`config.mk`:
```
export PLATFORM = sky130hd
export DESIGN_NAME = bkpt_ack_seq
export DESIGN_NICKNAME = d
export VERILOG_FILES = /design/src/rtl/bkpt_ack_pkg.sv /design/src/rtl/bkpt_req_latch.sv /design/src/rtl/bkpt_addr_gen.sv /design/src/rtl/bkpt_word_asm.sv /design/src/rtl/bkpt_ack_seq.sv
export SDC_FILE = /design/constraint.sdc
export NUM_CORES = 1
export LEC_CHECK = 0
export BUFFER_PORTS_ARGS = -buffer_cell sky130_fd_sc_hd__buf_4
export CAP_MARGIN = 0
export CORE_ASPECT_RATIO = 2
export CORE_MARGIN = 4
export CORE_UTILIZATION = 25
export CTS_CLUSTER_SIZE = 14
export DETAILED_ROUTE_END_ITERATION = 10
export GPL_TIMING_DRIVEN = 0
export PLACE_DENSITY_LB_ADDON = 0.15
export SYNTH_ARGS = -nofsm -noshare
export SYNTH_HDL_FRONTEND = slang
export SYNTH_SLANG_ARGS = --single-unit
export TNS_END_PERCENT = 50
```
`constraint.sdc`:
```
create_clock -name clk -period 2.25 [get_ports clk]
set_clock_uncertainty 0.2 [all_clocks]
set_input_delay 0.225 -clock clk [delete_from_list [all_inputs] [get_ports clk]]
set_output_delay 0.225 -clock clk [all_outputs]
set_load 0.02 [all_outputs]
```
`src/rtl/bkpt_ack_pkg.sv`:
```
package bkpt_ack_pkg;

    typedef enum logic [1:0] {
        ST_IDLE,
        ST_ADDR,
        ST_WAIT_TERM,
        ST_RESULT
    } seq_state_t;

    localparam logic [2:0] FC_CPU_SPACE  = 3'b111;
    localparam int         TYPE_W        = 4;
    localparam int         TYPE_LSB      = 16;
    localparam logic [3:0] CPU_TYPE_BKPT = 4'h0;
    localparam logic [2:0] HW_BKPT_NUM   = 3'b111;

endpackage

```
`src/rtl/bkpt_req_latch.sv`:
```
module bkpt_req_latch (
    input  logic clk,
    input  logic rst_n,
    input  logic pin,
    input  logic flush,
    input  logic hw_busy,
    input  logic take,
    output logic pend
);

    logic pend_q;

    always_ff @(posedge clk) begin
        if (!rst_n) begin
            pend_q <= 1'b0;
        end else if (flush || take) begin
            pend_q <= 1'b0;
        end else if (pin && !hw_busy) begin
            pend_q <= 1'b1;
        end
    end

    assign pend = pend_q;

endmodule

```
`src/rtl/bkpt_addr_gen.sv`:
```
module bkpt_addr_gen
    import bkpt_ack_pkg::*;
#(
    parameter int ADDR_W = 24
) (
    input  logic              active,
    input  logic [2:0]        num,
    input  logic              t_bit,
    input  logic              lo_byte,
    output logic [2:0]        fc,
    output logic [ADDR_W-1:0] addr
);

    always_comb begin
        fc   = '0;
        addr = '0;
        if (active) begin
            fc                         = FC_CPU_SPACE;
            addr[TYPE_LSB +: TYPE_W]   = CPU_TYPE_BKPT;
            addr[4:2]                  = num;
            addr[1]                    = t_bit;
            addr[0]                    = lo_byte;
        end
    end

endmodule

```
`src/rtl/bkpt_word_asm.sv`:
```
module bkpt_word_asm #(
    parameter int DATA_W = 16
) (
    input  logic              clk,
    input  logic              rst_n,
    input  logic              cap,
    input  logic              narrow,
    input  logic              lo_phase,
    input  logic [DATA_W-1:0] data_in,
    output logic [DATA_W-1:0] word
);

    localparam int BYTE_W = DATA_W / 2;

    logic [DATA_W-1:0] word_q;

    always_ff @(posedge clk) begin
        if (!rst_n) begin
            word_q <= '0;
        end else if (cap) begin
            if (!narrow) begin
                word_q <= data_in;
            end else if (!lo_phase) begin
                word_q[DATA_W-1:BYTE_W] <= data_in[DATA_W-1:BYTE_W];
            end else begin
                word_q[BYTE_W-1:0] <= data_in[DATA_W-1:BYTE_W];
            end
        end
    end

    assign word = word_q;

endmodule

```
`src/rtl/bkpt_ack_seq.sv`:
```
module bkpt_ack_seq
    import bkpt_ack_pkg::*;
#(
    parameter int ADDR_W = 24,
    parameter int DATA_W = 16
) (
    input  logic              clk,
    input  logic              rst_n,
    input  logic              sw_req,
    input  logic [2:0]        sw_num,
    input  logic              hw_pin,
    input  logic              flush,
    input  logic              port8,
    output logic              cyc_o,
    output logic [2:0]        fc_o,
    output logic [ADDR_W-1:0] addr_o,
    input  logic [DATA_W-1:0] data_i,
    input  logic              dsack_i,
    input  logic              berr_i,
    output logic              insert_o,
    output logic [DATA_W-1:0] opcode_o,
    output logic              cont_o,
    output logic              illegal_o,
    output logic              hwexc_o
);

    seq_state_t state_q, state_d;
    logic       is_hw_q;
    logic [2:0] num_q;
    logic       p8_q;
    logic       lo_q;
    logic       berr_q;

    logic hw_pend;
    logic take_hw;
    logic start;
    logic hw_busy;
    logic term_ok;
    logic cap_word;
    logic in_cycle;

    // request arbitration: software first, then a latched, unflushed pin
    assign start   = (state_q == ST_IDLE) && (sw_req || (hw_pend && !flush));
    assign take_hw = (state_q == ST_IDLE) && !sw_req && hw_pend && !flush;
    assign hw_busy = (state_q != ST_IDLE) && is_hw_q;
    assign term_ok = (state_q == ST_WAIT_TERM) && dsack_i && !berr_i;
    assign cap_word = term_ok && !is_hw_q;
    assign in_cycle = (state_q == ST_ADDR) || (state_q == ST_WAIT_TERM);

    bkpt_req_latch u_req (
        .clk     (clk),
        .rst_n   (rst_n),
        .pin     (hw_pin),
        .flush   (flush),
        .hw_busy (hw_busy),
        .take    (take_hw),
        .pend    (hw_pend)
    );

    bkpt_addr_gen #(.ADDR_W(ADDR_W)) u_addr (
        .active  (in_cycle),
        .num     (num_q),
        .t_bit   (is_hw_q),
        .lo_byte (lo_q),
        .fc      (fc_o),
        .addr    (addr_o)
    );

    bkpt_word_asm #(.DATA_W(DATA_W)) u_word (
        .clk      (clk),
        .rst_n    (rst_n),
        .cap      (cap_word),
        .narrow   (p8_q),
        .lo_phase (lo_q),
        .data_in  (data_i),
        .word     (opcode_o)
    );

    // next-state logic
    always_comb begin
        state_d = state_q;
        unique case (state_q)
            ST_IDLE: begin
                if (start) state_d = ST_ADDR;
            end
            ST_ADDR: begin
                state_d = ST_WAIT_TERM;
            end
            ST_WAIT_TERM: begin
                if (berr_i) begin
                    state_d = ST_RESULT;
                end else if (dsack_i) begin
                    state_d = (p8_q && !lo_q) ? ST_ADDR : ST_RESULT;
                end
            end
            ST_RESULT: begin
                state_d = ST_IDLE;
            end
            default: state_d = ST_IDLE;
        endcase
    end

    // state register and per-cycle context
    always_ff @(posedge clk) begin
        if (!rst_n) begin
            state_q <= ST_IDLE;
            is_hw_q <= 1'b0;
            num_q   <= '0;
            p8_q    <= 1'b0;
            lo_q    <= 1'b0;
            berr_q  <= 1'b0;
        end else begin
            state_q <= state_d;
            if (start) begin
                is_hw_q <= !sw_req;
                num_q   <= sw_req ? sw_num : HW_BKPT_NUM;
                p8_q    <= port8;
                lo_q    <= 1'b0;
                berr_q  <= 1'b0;
            end else if (state_q == ST_WAIT_TERM) begin
                if (berr_i) begin
                    berr_q <= 1'b1;
                end else if (dsack_i && p8_q && !lo_q) begin
                    lo_q <= 1'b1;
                end
            end
        end
    end

    // outputs
    always_comb begin
        cyc_o     = in_cycle;
        insert_o  = 1'b0;
        cont_o    = 1'b0;
        illegal_o = 1'b0;
        hwexc_o   = 1'b0;
        if (state_q == ST_RESULT) begin
            insert_o  = !is_hw_q && !berr_q;
            illegal_o = !is_hw_q &&  berr_q;
            cont_o    =  is_hw_q && !berr_q;
            hwexc_o   =  is_hw_q &&  berr_q;
        end
    end

endmodule

```
# Word-level counts from Yosys, hierarchy flattened
# Cells that the tools add are included.
# totals
ff_bits	26
latch_bits	0
mem_bits_rw	0
rom_bits	0
in_bits	27
out_inout_bits	48
elab_cells	69
mem_count	0
# op_classes
n_addsub	0
mul	0
n_div	0
order_cmp	0
n_eq_ne	7
n_shift	0
mux	15
n_bitwise	2
n_reduce_logical	36
# ops
op	count
1-bit logical AND	17
16-bit 2-to-1 mux	1
8-bit 2-to-1 mux	2
2-bit 2-to-1 mux	4
2-bit one-hot mux with 4 select lines	1
2-bit AND reduction	4
1-bit zero test	7
3-bit 2-to-1 mux	2
5-bit 2-to-1 mux	1
2-bit == test, second input constant	2
1-bit 2-to-1 mux	4
2-bit inequality test, second input constant	2
2-bit OR reduction	2
1-bit logical OR	3
3-bit inequality test, second input constant	1
3-bit AND reduction	1
2-bit by 1-bit == test with 1-bit output, second input constant	1
2-bit zero test	1
2-bit by 1-bit inequality test with 1-bit output, second input constant	1
1-bit inverter	2
2-bit nonzero test	1

# Depth between registers and ports, before layout
# Gate-level depths: netlist of the first run.
# logic_depth
depth_word	6
mapped_depth	8
depth_no_buf	6

# Hierarchy
# Synthesis of the first run repeated with hierarchy kept, for this count alone.
# hier_totals
cells_unflattened	159
hier_area_um2	1490.2
# by_module_without_submodules
module	instances	cells_each	area_per_inst_um2	seq_area_each_um2
bkpt_word_asm	1	74	718.2	320.3
bkpt_ack_seq	1	53	531.8	180.2
bkpt_addr_gen	1	28	200.2	0.0
bkpt_req_latch	1	4	40.0	20.0

# Worst setup path after synthesis of the first run
# OpenSTA, ideal clock, no wires.
# synth_path
path_type	register -> register
startpoint	register state_q[0]
endpoint	register u_word.word_q[5], in the netlist u_word.word[5]
setup_ns	0.084
arrival_ns	1.356
required_ns	1.966
path_slack_ns	0.610
stages_incl_launch_ff	9
path_buffers	2
synth_period_minus_slack_ns	1.640
path_cell_list	dfxtp_1 -> inv_1 -> ha_1 -> and4bb_1 -> buf_6 -> nand2_4 -> buf_6 -> nand3_1 -> o31ai_2
# synth_via
elab_chain_len	5
# synth_rtl
item	line_no	source
start, declared	bkpt_ack_seq.sv:27	seq_state_t state_q, state_d;
start signal, assigned	bkpt_ack_seq.sv:113	state_q <= state_d;
2-bit == test	bkpt_ack_seq.sv:46	assign term_ok = (state_q == ST_WAIT_TERM) && dsack_i && !berr_i;
1-bit logical AND (2 in a row)	bkpt_ack_seq.sv:46	
1-bit logical AND	bkpt_ack_seq.sv:47	assign cap_word = term_ok && !is_hw_q;
2-bit AND reduction (no line)	--	
end signal, assigned	bkpt_word_asm.sv:22	word_q <= data_in;
end signal, assigned by index	bkpt_word_asm.sv:24	word_q[DATA_W-1:BYTE_W] <= data_in[DATA_W-1:BYTE_W];
end signal, assigned by index	bkpt_word_asm.sv:26	word_q[BYTE_W-1:0] <= data_in[DATA_W-1:BYTE_W];
end, declared	bkpt_word_asm.sv:15	logic [DATA_W-1:0] word_q;
# Every way passes these cells.
# A chain may end at the register's enable or synchronous reset.

# Final worst setup path of the first run
# layout_path
startpoint	register state_q[0]
endpoint	output addr_o[4]
# layout_via
elab_chain_len	3
elab_cells_between_ends	4
cone_classes	2 x eq/ne; 1 x mux; 1 x reduce/logical
# layout_rtl
item	line_no	source
2-bit by 1-bit == test with 1-bit output or 2-bit == test (tied branches)	bkpt_ack_seq.sv:48	assign in_cycle = (state_q == ST_ADDR) || (state_q == ST_WAIT_TERM);
1-bit logical OR *	bkpt_ack_seq.sv:48	
5-bit 2-to-1 mux *	bkpt_addr_gen.sv:17	if (active) begin
end, declared	bkpt_ack_seq.sv:16	output logic [ADDR_W-1:0] addr_o,
# Mark *: on every way between the ends. The rest lies on a longest branch, timed or not.

==> qor.yml, run 1 <==
post-route-util: 0.380
synthFlopType: "dfxtp_1"
crit_fanout: 9
initialDrtViolationCount: 19
ys_warn_count: 0
multi_input_area_um2: 696
grt_pass1_vias: 1243
nets: 262
grt_pass1_wl_um: 5980
antenna_found_initial: 0
setup-violations-final: 0
clock_latency_ps: 260
postSynthAreaPerCell_um2: 8.94
rrSetupSlack_ps: 390
max_freq_mhz: 524
core_um2: 5230
combinationalPowerShare: 0.421
io_buffers: 55
yosysTopAreaCellShare: 0.381
syn-cell-area_um2: 1370
num_antenna_cells: 0
drive_gt1_frac: 0.407
grt_max_degree: 15
start_kind: "register"
hold_class: "in -> reg"
max_cap_violations: 0
synth_edf_count: 0
ir_drop_mv: 0.490
slowest_delay_ps: 390
syn-instance-count: 153
die-height_um: 113
routedWlPerCell_um: 13.3
route.detailed.drc: 0
fin_crit_ps: 1910
internal_power_mw: 0.941
synth-seq-cells: 26
cts_buffers: 3
end_kind: "output pin"
crit_path_top_delay_cell: "dfxtp_1"
crit_family: "flip-flops"
htreeDepth: 1
cts_tree: "done"
grt_overflow: 0
swShare: 0.342
hold_viol: 0
fin_setup_tns_ps: 0
n_fill_cell: 579
min_period_over_period: 0.848
start_util: 0.261
viasPerCell: 4.28
firstDrtPassIters: 3
clock-root-buffer: "clkbuf_8"
synth_cell_type_count: 32
antenna_left: 0
die_x_um: 60.3
clockBufferDepth: 2
grtUsageTotal: 0.114
hpwl_um: 3240
arrival_ps: 1480
clk_pin_slew_ps: 90
place_congestion: 0.727
critical_path_buf_inv_count: 2
cp.required_ps: 1820
power_frac_seq: 0.371
powerDensity_nw_per_um2: 720
yosysSeqAreaShare: 0.381
p_leak_nw: 0.929
status: "complete, no violations"
path_class: "reg -> out"
rsz0062_at_grt: "no"
drv_slew: 0
layout-area-overhead-vs-synth_pct: 45.2
io-pin-count: 75
pwr-share-clk: 0.209
yosysTopAreaCell: "dfxtp_1"
fp.dieArea_um2: 6790
vias: 1238
critical_path.cell_chain: "inv_1 > ha_1 > and2_1 > buf_4"
wirelength_um: 3850
switchingPower_mw: 0.488
numClockSinks: 26
synthTopCellsByArea: "dfxtp_1 (38%), buf_4 (12%), mux2i_1 (6.6%)"
rows: 37
synthArstFlopShare: 0
seqCellArea_um2: 520
[through the flow]
stage | setup slack (ps) | hold slack [ps] | power [mW] | instance area [um^2] | cells
floorplan | 610 | 102 | 0.937 | 1440 | 171
global placement | 436 | 210 | 1.15 | 1920 | 284
detailed placement | 419 | 219 | 1.15 | 1920 | 284
CTS | 311 | 3.88 | 1.45 | 1990 | 289
global route | 245 | 22.4 | 1.52 | 1990 | 289
finish | 341 | 5.86 | 1.43 | 1990 | 289
[layer usage]
layer | wire length (um) | global-route usage | share of wire | vias to the layer above
met1 | 1340 | 0.123 | 0.35 | 550
met5 | 0 | 0 | 0 | -
li1 | - | - | - | 648
met2 | 2210 | 0.217 | 0.57 | 38
met4 | 32 | 0.0311 | 0.0083 | 0
met3 | 267 | 0.0161 | 0.069 | 2
[cell usage after synthesis (3+ instances only)]
cell	count
o221a_2	4
a21oi_1	12
ha_1	3
nand3_1	16
inv_1	4
dfxtp_1	26
mux2i_1	9
and2_1	5
nor2_1	5
nand2_1	13
o31ai_1	6
buf_4	22
[cells in the final DEF (no fill, tap or decap), types with 3 or more instances in the layout]
cell      instances
buf_4            77
dfxtp_1          26
conb_1           19
nand3_1          16
nand2_1          13
a21oi_1          12
mux2i_1           9
o31ai_1           6
and2_1            5
nor2_1            5
inv_1             4
o221a_2           4
clkbuf_8          4
ha_1              3
[final cells by class]
class	instances	share of cell area
inverters	5	0.00945
repair buffers	56	0.213
well taps	58	0.0365
flip-flops and latches	26	0.262
clock buffers	4	0.0277
plain buffers	27	0.101
multi-input cells	113	0.350
[registers in the layout, indices dropped and copies added, names as in the netlist]
register / cells
is_hw_q: 1
num_q: 3
lo_q: 1
state_q: 2
berr_q: 1
u_req.pend: 1
u_word.word: 16
p8_q: 1
[final timing paths]
check                    end       startpoint  depth (start not counted)
max                addr_o[4]       state_q[0]                          4
min                     p8_q            port8                          3
max reg2reg   u_word.word[8]       state_q[0]                          7
min reg2reg  u_word.word[14]  u_word.word[14]                          2
[power by group through the flow]
stage | clock network [mW] | registers [mW] | logic (mW)
after floorplan | 0 | 0.547 | 0.391
after global placement | 0 | 0.540 | 0.606
after detailed placement | 0 | 0.540 | 0.606
after CTS | 0.314 | 0.530 | 0.610
after global routing | 0.332 | 0.536 | 0.653
final | 0.298 | 0.529 | 0.601
[cell families after synthesis]
kind of cell,count (synthesis),share of synthesized area
compound gates,30,0.158
buf+inv,32,0.160
mux,10,0.0741
simple gates,51,0.197
flops,26,0.381
other cells,1,0.00274
fa+ha+maj,3,0.0275
[timing repair]
item / CTS / global route
buffers inserted: 0 / 0
endpoints found under the hold margin: 1 / 0
gates resized for setup: 0 / 0
hold buffers: 1 / 0
[tightest hold or removal path: cells and delay by family]
kind	cells	cell delay [ps]
buf+inv	1	80
mux	1	60
simple gates	1	80
Note: power is estimated with default switching activity, not from simulation.
==> inputs of run 2 (changes only) <==
==> constraint.sdc (replaced) <==
create_clock -name clk -period 1.8 [get_ports clk]
set_clock_uncertainty 0.2 [all_clocks]
set_input_delay 0.18 -clock clk [delete_from_list [all_inputs] [get_ports clk]]
set_output_delay 0.18 -clock clk [all_outputs]
set_load 0.02 [all_outputs]
==> run 2 against run 1 <==
Sequential share of layout area down 2.0 points. Critical path depth up 4. Hold slack better by 4.7 ps. Combinational power up 39%. Die area unchanged. First-iteration DRC count up 37%. Cell area up 8.8%. Global-route usage up 0.25 points. Critical path type is now in -> reg. Largest cell class is now non-clock buffers.
==> qor.yml, run 2 (synthesis results as in run 1) <==
vias: 1301
slowest_delay_ps: 540
fin_crit_ps: 1720
status: "complete, no violations"
p_leak_nw: 0.996
largest_register_ff_count: 16
route.detailed.drc: 0
hold_ws_ps: 10.6
cts_buffers: 3
rows: 37
setup-violations-final: 0
wirelength_um: 4040
die_x_um: 60.3
crit_fanout: 10
layout_setup_ws_ps: 84.3
nets: 277
max_freq_mhz: 583
grt_pass1_vias: 1296
clk_pin_slew_ps: 90
final_cell_mix: "buf_4 (79), dfxtp_1 (24), conb_1 (19)"
drv_slew: 0
grt_max_degree: 15
powerDensity_nw_per_um2: 869
clock-root-buffer: "clkbuf_8"
ir_drop_mv: 0.537
critical_path_buf_inv_count: 4
htreeDepth: 1
viasPerCell: 4.28
final_common_cell: "buf_4"
grtUsageTotal: 0.116
cpMostUsedCell: "buf_6"
critical_path.cell_chain: "dlygate4sd3_1 > buf_4 > and4bb_1 > buf_6 > nand2_4 > buf_6 > nand3_1 > o31ai_2"
clock_latency_ps: 260
cp.required_ps: 1760
io_buffers: 55
core_um2: 5230
hpwl_um: 3240
arrival_ps: 1680
rsz0062_at_grt: "no"
start_util: 0.261
n_fill_cell: 563
hold_class: "in -> reg"
initialDrtViolationCount: 26
place_congestion: 0.727
dp_slack_ps: -31.2
layout-area-overhead-vs-synth_pct: 58.0
min_period_over_period: 0.953
start_kind: "input pin"
max_cap_violations: 0
rrSetupSlack_ps: 120
hold_viol: 0
cts_tree: "done"
io-pin-count: 75
crit_path_top_delay_cell: "dlygate4sd3_1"
path_class: "in -> reg"
clockBufferDepth: 2
grt_overflow: 0
antenna_found_initial: 0
end_kind: "register"
fp.dieArea_um2: 6790
num_antenna_cells: 0
drive_gt1_frac: 0.415
grt_pass1_wl_um: 6120
antenna_left: 0
firstDrtPassIters: 4
numClockSinks: 26
routedWlPerCell_um: 13.3
crit_family: "buffers and inverters"
die-height_um: 113
## run 2: cell count changes in the layout (fill, tap and decap cells not counted), sizes merged
cell,delta
dlygate4sd3,+13
buf,+2
## run 2: final cells by class
type / count / area, um^2 / area share
flip-flops and latches: 26 / 523 / 0.242
plain buffers: 27 / 200 / 0.0926
repair buffers: 71 / 568 / 0.263
multi-input cells: 113 / 723 / 0.335
inverters: 5 / 18.8 / 0.00869
well taps: 58 / 72.6 / 0.0336
clock buffers: 4 / 55.1 / 0.0255
## run 2: power by group
group	switching, mW	leakage, nW	internal [mW]
clock	0.181	0.0288	0.195
sequential	0.0395	0.212	0.630
combinational	0.420	0.755	0.413
## run 2: layer usage
layer / routed length, um / share of wire / global-route usage
met1: 1460 / 0.36 / 0.125
met2: 2320 / 0.57 / 0.225
met3: 225 / 0.056 / 0.0127
met4: 32 / 0.0079 / 0.0311
met5: 0 / 0 / 0
## run 2: worst paths after layout
path / startpoint / end / cells after the start
hold reg to reg: u_word.word[14] / u_word.word[14] / 2
setup / recovery: berr_i / u_word.word[5] / 8
setup reg to reg: state_q[0] / u_word.word[2] / 8
hold / removal: data_i[8] / u_word.word[8] / 3
## run 2: what timing repair did
item	CTS	global route
endpoints found under the setup margin	24	24
setup buffers	0	2
hold buffers	14	0
hold endpoints to repair	13	0
gates resized for setup	3	5
pin swaps	0	0
## run 2: per-stage QoR
stage	util	instances	power, mW	instance area (um^2)	TNS, ps
after floorplan	-	171	1.17	1440	0
after detailed placement	0.367	284	1.43	1920	-233
after global placement	0.367	284	1.43	1920	-128
after global routing	0.413	304	1.99	2160	0
final	0.413	304	1.88	2160	0
after CTS	0.406	302	1.85	2120	-50.0
## run 2: worst reg2reg max path, cell delays in order, from the launching register on
cell	delay, ps
dfxtp_2	370
inv_2	70
ha_4	180
and4bb_1	210
buf_6	130
nand2_4	100
buf_6	160
nand3_1	80
o31ai_1	90
